[config.mk]
export PLATFORM = sky130hd
export DESIGN_NAME = acc_cpu_sequencer
export DESIGN_NICKNAME = d
export VERILOG_FILES = /design/src/rtl/seqctl_pkg.sv /design/src/rtl/seqctl_opclass.sv /design/src/rtl/seqctl_next.sv /design/src/rtl/seqctl_decode.sv /design/src/rtl/acc_cpu_sequencer.sv
export SDC_FILE = /design/constraint.sdc
export NUM_CORES = 1
export LEC_CHECK = 0
export BUFFER_PORTS_ARGS = -buffer_cell sky130_fd_sc_hd__buf_2
export CAP_MARGIN = 20
export CORE_AREA = 2 2 39 41
export CTS_CLUSTER_SIZE = 25
export DETAILED_ROUTE_END_ITERATION = 12
export DIE_AREA = 0 0 41 43
export HOLD_SLACK_MARGIN = 0.12
export PLACE_DENSITY_LB_ADDON = 0.08
export REMOVE_ABC_BUFFERS = 1
export SETUP_SLACK_MARGIN = 0.02
export SLEW_MARGIN = 20
export SYNTH_ARGS = -nofsm -noshare
export SYNTH_HDL_FRONTEND = slang
export SYNTH_SLANG_ARGS = --single-unit
export TNS_END_PERCENT = 10
[constraint.sdc]
create_clock -name clk -period 1.6 [get_ports clk]
set_input_delay 0.08 -clock clk [delete_from_list [all_inputs] [get_ports clk]]
set_output_delay 0.08 -clock clk [all_outputs]
set_load 0.05 [all_outputs]
[src/rtl/seqctl_pkg.sv]
package seqctl_pkg;

    localparam int OPC_W   = 3;
    localparam int STEPS   = 8;
    localparam int STEP_W  = $clog2(STEPS);

    typedef enum logic [STEP_W-1:0] {
        ST_IADDR  = 3'd0,
        ST_IFETCH = 3'd1,
        ST_ILOAD  = 3'd2,
        ST_IWAIT  = 3'd3,
        ST_OADDR  = 3'd4,
        ST_OFETCH = 3'd5,
        ST_EXEC   = 3'd6,
        ST_WBACK  = 3'd7
    } step_e;

    localparam logic [OPC_W-1:0] OP_HALT  = 3'd0;
    localparam logic [OPC_W-1:0] OP_SKIPZ = 3'd1;
    localparam logic [OPC_W-1:0] OP_ADD   = 3'd2;
    localparam logic [OPC_W-1:0] OP_AND   = 3'd3;
    localparam logic [OPC_W-1:0] OP_XOR   = 3'd4;
    localparam logic [OPC_W-1:0] OP_LOAD  = 3'd5;
    localparam logic [OPC_W-1:0] OP_STORE = 3'd6;
    localparam logic [OPC_W-1:0] OP_JUMP  = 3'd7;

    typedef struct packed {
        logic halt;
        logic skipz;
        logic alu;
        logic store;
        logic jump;
    } opclass_t;

    typedef struct packed {
        logic addr_sel;
        logic mem_rd;
        logic mem_wr;
        logic ir_ld;
        logic acc_ld;
        logic pc_inc;
        logic pc_ld;
        logic acc_drive;
        logic halt;
    } ctl_t;

    typedef struct packed {
        step_e step;
        logic  frozen;
    } core_t;

endpackage

[src/rtl/seqctl_opclass.sv]
module seqctl_opclass
    import seqctl_pkg::*;
(
    input  logic [OPC_W-1:0] opcode_i,
    output opclass_t         cls_o
);
    always_comb begin
        cls_o = '0;
        unique case (opcode_i)
            OP_HALT:  cls_o.halt  = 1'b1;
            OP_SKIPZ: cls_o.skipz = 1'b1;
            OP_ADD,
            OP_AND,
            OP_XOR,
            OP_LOAD:  cls_o.alu   = 1'b1;
            OP_STORE: cls_o.store = 1'b1;
            OP_JUMP:  cls_o.jump  = 1'b1;
            default:  cls_o = '0;
        endcase
    end
endmodule

[src/rtl/seqctl_next.sv]
module seqctl_next
    import seqctl_pkg::*;
(
    input  step_e step_i,
    output step_e step_o
);
    logic [STEP_W-1:0] inc;

    always_comb begin
        inc    = step_i + STEP_W'(1);
        step_o = step_e'(inc);
    end
endmodule

[src/rtl/seqctl_decode.sv]
module seqctl_decode
    import seqctl_pkg::*;
(
    input  step_e    step_i,
    input  opclass_t cls_i,
    input  logic     zero_i,
    output ctl_t     ctl_o
);
    logic fetch_ph;
    logic late_ex;

    always_comb begin
        fetch_ph = (step_i == ST_IADDR) || (step_i == ST_IFETCH) ||
                   (step_i == ST_ILOAD) || (step_i == ST_IWAIT);
        late_ex  = (step_i == ST_EXEC) || (step_i == ST_WBACK);

        ctl_o          = '0;
        ctl_o.addr_sel = fetch_ph;
        ctl_o.mem_rd   = (fetch_ph && step_i != ST_IADDR) ||
                         (cls_i.alu && (late_ex || step_i == ST_OFETCH));
        ctl_o.ir_ld    = (step_i == ST_ILOAD) || (step_i == ST_IWAIT);
        ctl_o.acc_ld   = cls_i.alu && late_ex;
        ctl_o.pc_inc   = (step_i == ST_OADDR) ||
                         (cls_i.skipz && zero_i && step_i == ST_EXEC);
        ctl_o.pc_ld    = cls_i.jump && late_ex;
        ctl_o.acc_drive = cls_i.store && late_ex;
        ctl_o.mem_wr   = cls_i.store && (step_i == ST_WBACK);
        ctl_o.halt     = cls_i.halt && (step_i == ST_OADDR);
    end
endmodule

[src/rtl/acc_cpu_sequencer.sv]
module acc_cpu_sequencer
    import seqctl_pkg::*;
(
    input  logic             clk,
    input  logic             rst,
    input  logic [OPC_W-1:0] opcode,
    input  logic             zero,
    output logic             addr_sel,
    output logic             mem_rd,
    output logic             mem_wr,
    output logic             ir_ld,
    output logic             acc_ld,
    output logic             pc_inc,
    output logic             pc_ld,
    output logic             acc_drive,
    output logic             halt
);
    core_t    core_d, core_q;
    opclass_t cls;
    step_e    step_nx;
    ctl_t     ctl_raw, ctl;

    seqctl_opclass u_cls (
        .opcode_i (opcode),
        .cls_o    (cls)
    );

    seqctl_next u_next (
        .step_i (core_q.step),
        .step_o (step_nx)
    );

    seqctl_decode u_dec (
        .step_i (core_q.step),
        .cls_i  (cls),
        .zero_i (zero),
        .ctl_o  (ctl_raw)
    );

    always_comb begin
        core_d = core_q;
        if (!core_q.frozen) begin
            if (core_q.step == ST_OADDR && cls.halt) begin
                core_d.frozen = 1'b1;
            end else begin
                core_d.step = step_nx;
            end
        end
        if (rst) begin
            core_d.step   = ST_IADDR;
            core_d.frozen = 1'b0;
        end

        if (rst) begin
            ctl = '0;
        end else if (core_q.frozen) begin
            ctl      = '0;
            ctl.halt = 1'b1;
        end else begin
            ctl = ctl_raw;
        end
    end

    always_ff @(posedge clk) begin
        core_q <= core_d;
    end

    assign addr_sel  = ctl.addr_sel;
    assign mem_rd    = ctl.mem_rd;
    assign mem_wr    = ctl.mem_wr;
    assign ir_ld     = ctl.ir_ld;
    assign acc_ld    = ctl.acc_ld;
    assign pc_inc    = ctl.pc_inc;
    assign pc_ld     = ctl.pc_ld;
    assign acc_drive = ctl.acc_drive;
    assign halt      = ctl.halt;
endmodule

==> qor.csv, run 1 <==
stage,metric,value,unit
sta,final hold vios,0,
worst_setup_path,data required time of the critical path,1.52,ns
sta,Final Setup Violations,4,
worst_setup_path,R2R cell count,6,
global_routing,pin count of the biggest net entering global routing,10,
sta,RSZ-0062 raised after global routing,true,
synth,synth top area cells,"dfxtp_1 (20%), ha_1 (19%), a41oi_4 (6.8%), inv_1 (5.6%), a21oi_1 (4.9%)",
synth,main combinational cell family by area after synthesis,compound AO/OA/AOI/OAI gates,
route,first-pass detailed-route iteration total,4,
worst_setup_path,Critical Setup Path Class,reg -> out,
layout,number of inserted filler cells in the final layout,133,
cts,clock latency reported for the late side of the worst-skew pair,0.23,ns
global_routing,M1 GR Usage,0.147,
sta,slew at the pin closest to its max-slew limit,0.266,ns
synth,adder-cell share of the synthesized area,0.185,
sta,crit share post-route,1.14,
cts,hold buffers post-CTS,0,
placed_design,hpwl dp,755,um
global_routing,grt peak-use layer,met2,
route,remaining number of nets flagged by the antenna check after routing,0,
global_routing,routing usage on met3,0.0314,
placed_design,input/output buffers,14,
layout,fraction of final layout cells with drive strength greater than 1,0.688,
global_routing,All-Layer GR Usage,0.130,
sta,accumulated negative setup slack,-0.428,ns
route,DRC marker count from the first detailed-route iteration,2,
floorplanning,io pins,15,
sta,worst slew margin relative to its limit,0.822,
placed_design,global placer's final weighted congestion,0.667,
synth,complex-gate fraction of the synthesized area,0.250,
floorplanning,area of the die,1760,um2
power,reported leakage power,0.344,nW
cts,number of levels the H-tree was split into,1,
synth,cell area after synthesis,405,um2
power,Pwr Density,639,nW/um2
floorplanning,die extent in y,43,um
worst_setup_path,Critical Path Start Type,flip-flop,
layout,final instance area,733,um2
layout,Largest register FFs,4,
floorplanning,die width,41,um
floorplanning,area inside the core boundary,1380,um2
placed_design,# placed instances,88,
layout,number of nets in the layout,91,
synth,average instance area after synthesis,8.63,um2
min_path,Hold Path Class,in -> reg,
sta,max-slew violation count,0,
synth,most used flip-flop cell after synthesis,dfxtp_1,
synth,most frequent cells after synthesis,"ha_1 (6), inv_1 (6), nor2_1 (5), a21oi_1 (4), dfxtp_1 (4)",
layout,largest registers,core_q (4),
route,routed vias/inst,4.66,
floorplanning,Initial Util,0.293,
cts,number of clock buffers inserted by TritonCTS,3,
sta,worst clock skew on the final layout,0.00291,ns
layout,Inserted Diodes,0,
min_path,number of cells traversed by the worst hold path,2,
cts,CTS max path bufs,2,
sta,final-layout worst hold slack,0.166,ns
global_routing,via count of the first global-routing pass,420,
layout,Layout Cells excl Fill,93,
cts,TritonCTS clock tree,done,
global_routing,first-pass GRT wire length,1610,um
synth,number of instances in the synthesized netlist,47,
synth,portion of synthesized cell area occupied by the leading cell type,0.198,
synth,multiplexer share of the synthesized area,0.0525,
cts,number of clock sinks,4,
synth,proportion of synthesized flip-flops having asynchronous set or reset,0,
sta,highest achievable clock rate,0.548,GHz
flow_run,Max Cap Violations,0,
synth,Seq cells post-synth,4,
sta,smallest setup slack after layout,-0.224,ns
synth,simple-gate portion of the synthesized area,0.225,
power,worst ir drop on vdd,0.377,mV
worst_setup_path,maximum net fanout on the critical path,3,
synth,number of different library cells in the post-synthesis netlist,23,
global_routing,initial antenna violation count,0,
layout,Area Growth Syn to Fin,80.9,%
cts,CTS root buf,clkbuf_4,
run_status,violated checks,setup timing,
worst_setup_path,data arrival time at the worst-slack endpoint,1.74,ns
route,DRC errors left,0,
synth,XOR/XNOR share of the synthesized area,0.0216,
cts,register clock-pin slew on the reported worst setup and hold paths,0.04,ns
route,vias after detailed routing,433,
synth,share of synthesized area occupied by flip-flops and latches,0.198,
synth,biggest area consumer among synthesized cells,dfxtp_1,
synth,number of warnings issued by yosys,0,
route,total routed wirelength,953,um
power,post-layout power,468,uW
placed_design,total placed instance area,581,um2
floorplanning,std cell rows,14,
layout,Top reg by flops,core_q,
route,average wire per standard cell,10.2,um
worst_setup_path,Worst Setup End Kind,output pin,
run_status,status,"complete, but fails checks",
synth,count of flip-flops with a built-in enable after synthesis,0,
sta,Tmin final,1.82,ns
global_routing,residual overflow from global routing,0,
global_routing,Global Route met2 Usage,0.225,
[metal layers]
metal | share of wire | wire length (um) | up-vias
li1 | - | - | 230
met5 | 0 | 0 | -
met1 | 0.42 | 399 | 192
met3 | 0.051 | 49 | 0
met2 | 0.53 | 505 | 11
met4 | 0 | 0 | 0
[final timing paths]
path / from / to / slack (ns)
min reg2reg: core_q[2] / core_q[2] / 0.62
min: rst / core_q[0] / 0.17
max: core_q[1] / mem_rd / -0.22
max reg2reg: core_q[1] / core_q[1] / 0.17
[kinds of logic after synthesis]
logic type,after synthesis
AOI/OAI and AO/OA,10
xor gates and xnor gates,1
adders and majority gates,6
buffers and inverters,7
DFF,4
muxes,2
and+or+nand+nor,17
[worst max-delay path, cell delays in order (launching register included)]
cell and delay, ns:
dfxtp_2 0.33, buf_6 0.11, inv_4 0.04, ha_4 0.14, or4_4 0.53, o2111ai_2 0.08
o211ai_2 0.11, buf_6 0.16
[power by group]
group | total, mW | switching (mW) | internal (mW)
clock network | 0.118 | 0.0349 | 0.0835
registers | 0.116 | 0.00615 | 0.110
logic | 0.234 | 0.126 | 0.108
total | 0.468 | 0.167 | 0.302
[cells in the final DEF (no fill, tap or decap), types with 2 or more instances in the layout]
master / n
a21oi_1: 2
a21oi_2: 2
buf_2: 5
buf_4: 15
buf_6: 8
clkbuf_4: 3
dfxtp_1: 2
dfxtp_2: 2
ha_2: 4
inv_1: 4
nand2b_1: 2
nor2_1: 4
nor3_2: 2
[area by class of cell]
type                            count  area (um2)  area share
Clock buffer                        3        22.5      0.0307
Sequential cell                     4        82.6       0.113
Inverter                            6        25.0      0.0341
Multi-Input combinational cell     36         355       0.485
Timing Repair Buffer               28         228       0.311
Tap cell                           16        20.0      0.0273
[metrics by stage]
| step | util | setup slack [ns] |
|---|---|---|
| finish | 0.530 | -0.224 |
| global placement | 0.420 | -0.0906 |
| global route | 0.530 | -0.300 |
| floorplan | - | -0.338 |
| CTS | 0.511 | -0.227 |
| detailed placement | 0.420 | -0.108 |
[repair_timing]
action	4_1_cts	5_1_grt
resized for setup	30	7
setup buffers	2	0
hold endpoints to repair	0	0
endpoints found under the setup margin	9	9
pin swaps	7	2
(Power assumes the default switching activity.)
==> run 2: changes to the inputs <==
BUFFER_PORTS_ARGS = unset   (was -buffer_cell sky130_fd_sc_hd__buf_2)
DONT_BUFFER_PORTS = 1   (was unset)
PLACE_DENSITY_LB_ADDON = unset   (was 0.08)
==> run 2 against run 1 <==
The run still ends with setup timing left. Critical endpoint unchanged. Global-route usage up 0.52 points. Final cell count down 8.6%. Flip-flop and latch count unchanged. Register-to-register slack better by 0.04 ns. Highest routed layer is now met4. First-iteration DRC count up 100%. Critical path depth unchanged. Clock power up 6%. Cell area down 5.5%. Largest cell class unchanged. Non-clock buffer count down 8.
==> qor.csv, run 2 (synthesized netlist as in run 1, its figures left out) <==
stage,metric,value,unit,change
run_status,status,"complete, but fails checks",,unchanged
run_status,violated checks,setup timing,,unchanged
floorplanning,die extent in y,43,um,unchanged
global_routing,residual overflow from global routing,0,,unchanged
worst_setup_path,Critical Path Start Type,flip-flop,,unchanged
sta,crit share post-route,1.16,,was 1.14
route,total routed wirelength,1020,um,was 953 um
layout,Inserted Diodes,0,,unchanged
route,DRC errors left,0,,unchanged
flow_run,Max Cap Violations,0,,unchanged
layout,Area Growth Syn to Fin,71.0,%,was 80.9%
power,reported leakage power,0.307,nW,was 0.344 nW
route,DRC marker count from the first detailed-route iteration,4,,was 2
layout,"commonest non-fill, non-tap cells in the layout","buf_4 (13), ha_2 (5)",,"was buf_4 (15), buf_6 (8), buf_2 (5)"
placed_design,# placed instances,80,,was 88
floorplanning,io pins,15,,unchanged
sta,worst clock skew on the final layout,0.00108,ns,was 0.00291 ns
sta,Tmin final,1.86,ns,was 1.82 ns
sta,final hold vios,0,,unchanged
sta,highest achievable clock rate,0.539,GHz,was 0.548 GHz
global_routing,first-pass GRT wire length,1610,um,about the same
power,Pwr Density,657,nW/um2,was 639 nW/um2
layout,number of inserted filler cells in the final layout,128,,was 133
worst_setup_path,maximum net fanout on the critical path,3,,unchanged
worst_setup_path,Critical Setup Path Class,reg -> out,,unchanged
power,fraction of power consumed by the clock network,0.274,,was 0.253
floorplanning,die width,41,um,unchanged
floorplanning,Initial Util,0.293,,unchanged
global_routing,via count of the first global-routing pass,403,,was 420
worst_setup_path,Worst Setup End Kind,output pin,,unchanged
global_routing,pin count of the biggest net entering global routing,7,,was 10
route,average wire per standard cell,12.0,um,was 10.2 um
placed_design,input/output buffers,0,,was 14
placed_design,global placer's final weighted congestion,0.718,,was 0.667
route,first-pass detailed-route iteration total,4,,unchanged
layout,Layout Cells excl Fill,85,,was 93
sta,smallest setup slack after layout,-0.255,ns,was -0.224 ns
min_path,Hold Path Class,in -> reg,,unchanged
worst_setup_path,R2R cell count,6,,unchanged
layout,fraction of final layout cells with drive strength greater than 1,0.609,,was 0.688
power,Sequential Power Share,0.256,,was 0.248
cts,number of clock buffers inserted by TritonCTS,3,,unchanged
power,Logic pwr share,0.470,,was 0.500
cts,CTS root buf,clkbuf_4,,unchanged
cts,number of clock sinks,4,,unchanged
sta,max-slew violation count,0,,unchanged
sta,Final Setup Violations,2,,was 4
cts,register clock-pin slew on the reported worst setup and hold paths,0.04,ns,about the same
global_routing,All-Layer GR Usage,0.136,,was 0.130
floorplanning,area of the die,1760,um2,unchanged
layout,Top reg by flops,core_q,,unchanged
floorplanning,area inside the core boundary,1380,um2,unchanged
layout,number of nets in the layout,83,,was 91
cts,TritonCTS clock tree,done,,unchanged
cts,CTS max path bufs,2,,unchanged
floorplanning,std cell rows,14,,unchanged
layout,Largest register FFs,4,,unchanged
route,remaining number of nets flagged by the antenna check after routing,0,,unchanged
worst_setup_path,data required time of the critical path,1.52,ns,about the same
sta,final-layout worst hold slack,0.283,ns,was 0.166 ns
power,switching power as a share of total power,0.357,,was 0.356
power,Int Pwr,293,uW,was 302 uW
placed_design,hpwl dp,752,um,was 755 um
layout,"commonest non-fill, non-tap cell in the layout",buf_4,,unchanged
sta,RSZ-0062 raised after global routing,true,,unchanged
worst_setup_path,data arrival time at the worst-slack endpoint,1.78,ns,was 1.74 ns
min_path,number of cells traversed by the worst hold path,3,,was 2
route,vias after detailed routing,409,,was 433
power,switching pwr,163,uW,was 167 uW
power,post-layout power,456,uW,was 468 uW
power,worst ir drop on vdd,0.445,mV,was 0.377 mV
route,routed vias/inst,4.81,,was 4.66
layout,final cell utilization of the core,0.501,,was 0.530
global_routing,initial antenna violation count,0,,unchanged
sta,slew at the pin closest to its max-slew limit,0.427,ns,was 0.266 ns
cts,clock latency reported for the late side of the worst-skew pair,0.24,ns,was 0.23 ns
cts,number of levels the H-tree was split into,1,,unchanged
layout,largest registers,core_q (4),,unchanged
sta,worst slew margin relative to its limit,0.716,,was 0.822
## run 2: cell count changes in the layout (fill, tap and decap cells not counted), sizes merged
| cell | before | now |
|---|---|---|
| buf | 28 | 19 |
| dlygate4sd3 | 0 | 1 |
## run 2: final cells by class
| class | count | area, um2 | area share |
|---|---|---|---|
| Clock buffer | 3 | 22.5 | 0.0325 |
| Inverter | 6 | 25.0 | 0.0361 |
| Multi-Input combinational cell | 36 | 350 | 0.505 |
| Sequential cell | 4 | 82.6 | 0.119 |
| Tap cell | 16 | 20.0 | 0.0289 |
| Timing Repair Buffer | 20 | 193 | 0.278 |
## run 2: critical path, stage by stage, from the launching register on
cell       delay [ns]
dfxtp_2          0.33
buf_6            0.11
inv_4            0.04
ha_4             0.15
or4_4            0.53
o2111ai_2        0.08
o211ai_2         0.13
buf_12           0.17
## run 2: path summary, 6_finish.rpt
path | startpoint | to | slack, ns
setup / recovery | core_q[1] | mem_rd | -0.26
hold / removal | opcode[0] | core_q[1] | 0.28
setup reg to reg | core_q[1] | core_q[1] | 0.21
hold reg to reg | core_q[2] | core_q[2] | 0.50
## run 2: layer usage
| layer | GRT usage | up-vias | routed length, um |
|---|---|---|---|
| li1 | - | 215 | - |
| met1 | 0.145 | 176 | 410 |
| met2 | 0.234 | 16 | 520 |
| met3 | 0.0157 | 2 | 64 |
| met4 | 0.0800 | 0 | 21 |
| met5 | 0 | - | 0 |
## run 2: power groups by stage
stage	combinational (mW)	sequential (mW)	clock, mW
after floorplan	0.116	0.119	0
after global placement	0.185	0.116	0
after detailed placement	0.186	0.116	0
after CTS	0.204	0.117	0.131
after global routing	0.233	0.117	0.139
final	0.214	0.117	0.125
## run 2: what timing repair did
action / 4_1_cts / 5_1_grt
gates resized for setup: 17 / 3
setup buffers: 0 / 1
endpoints found under the setup margin: 8 / 9
endpoints found under the hold margin: 4 / 0
pin swaps: 7 / 3
cloned: 0 / 0
hold buffers: 1 / 0
## run 2: stage by stage
stage | setup TNS (ns) | setup slack (ns) | instance area [um2]
floorplan | -1.62 | -0.338 | 400
global placement | -0.0947 | -0.0817 | 591
detailed placement | -0.159 | -0.117 | 591
CTS | -0.452 | -0.270 | 672
global route | -0.694 | -0.317 | 693
finish | -0.436 | -0.255 | 693
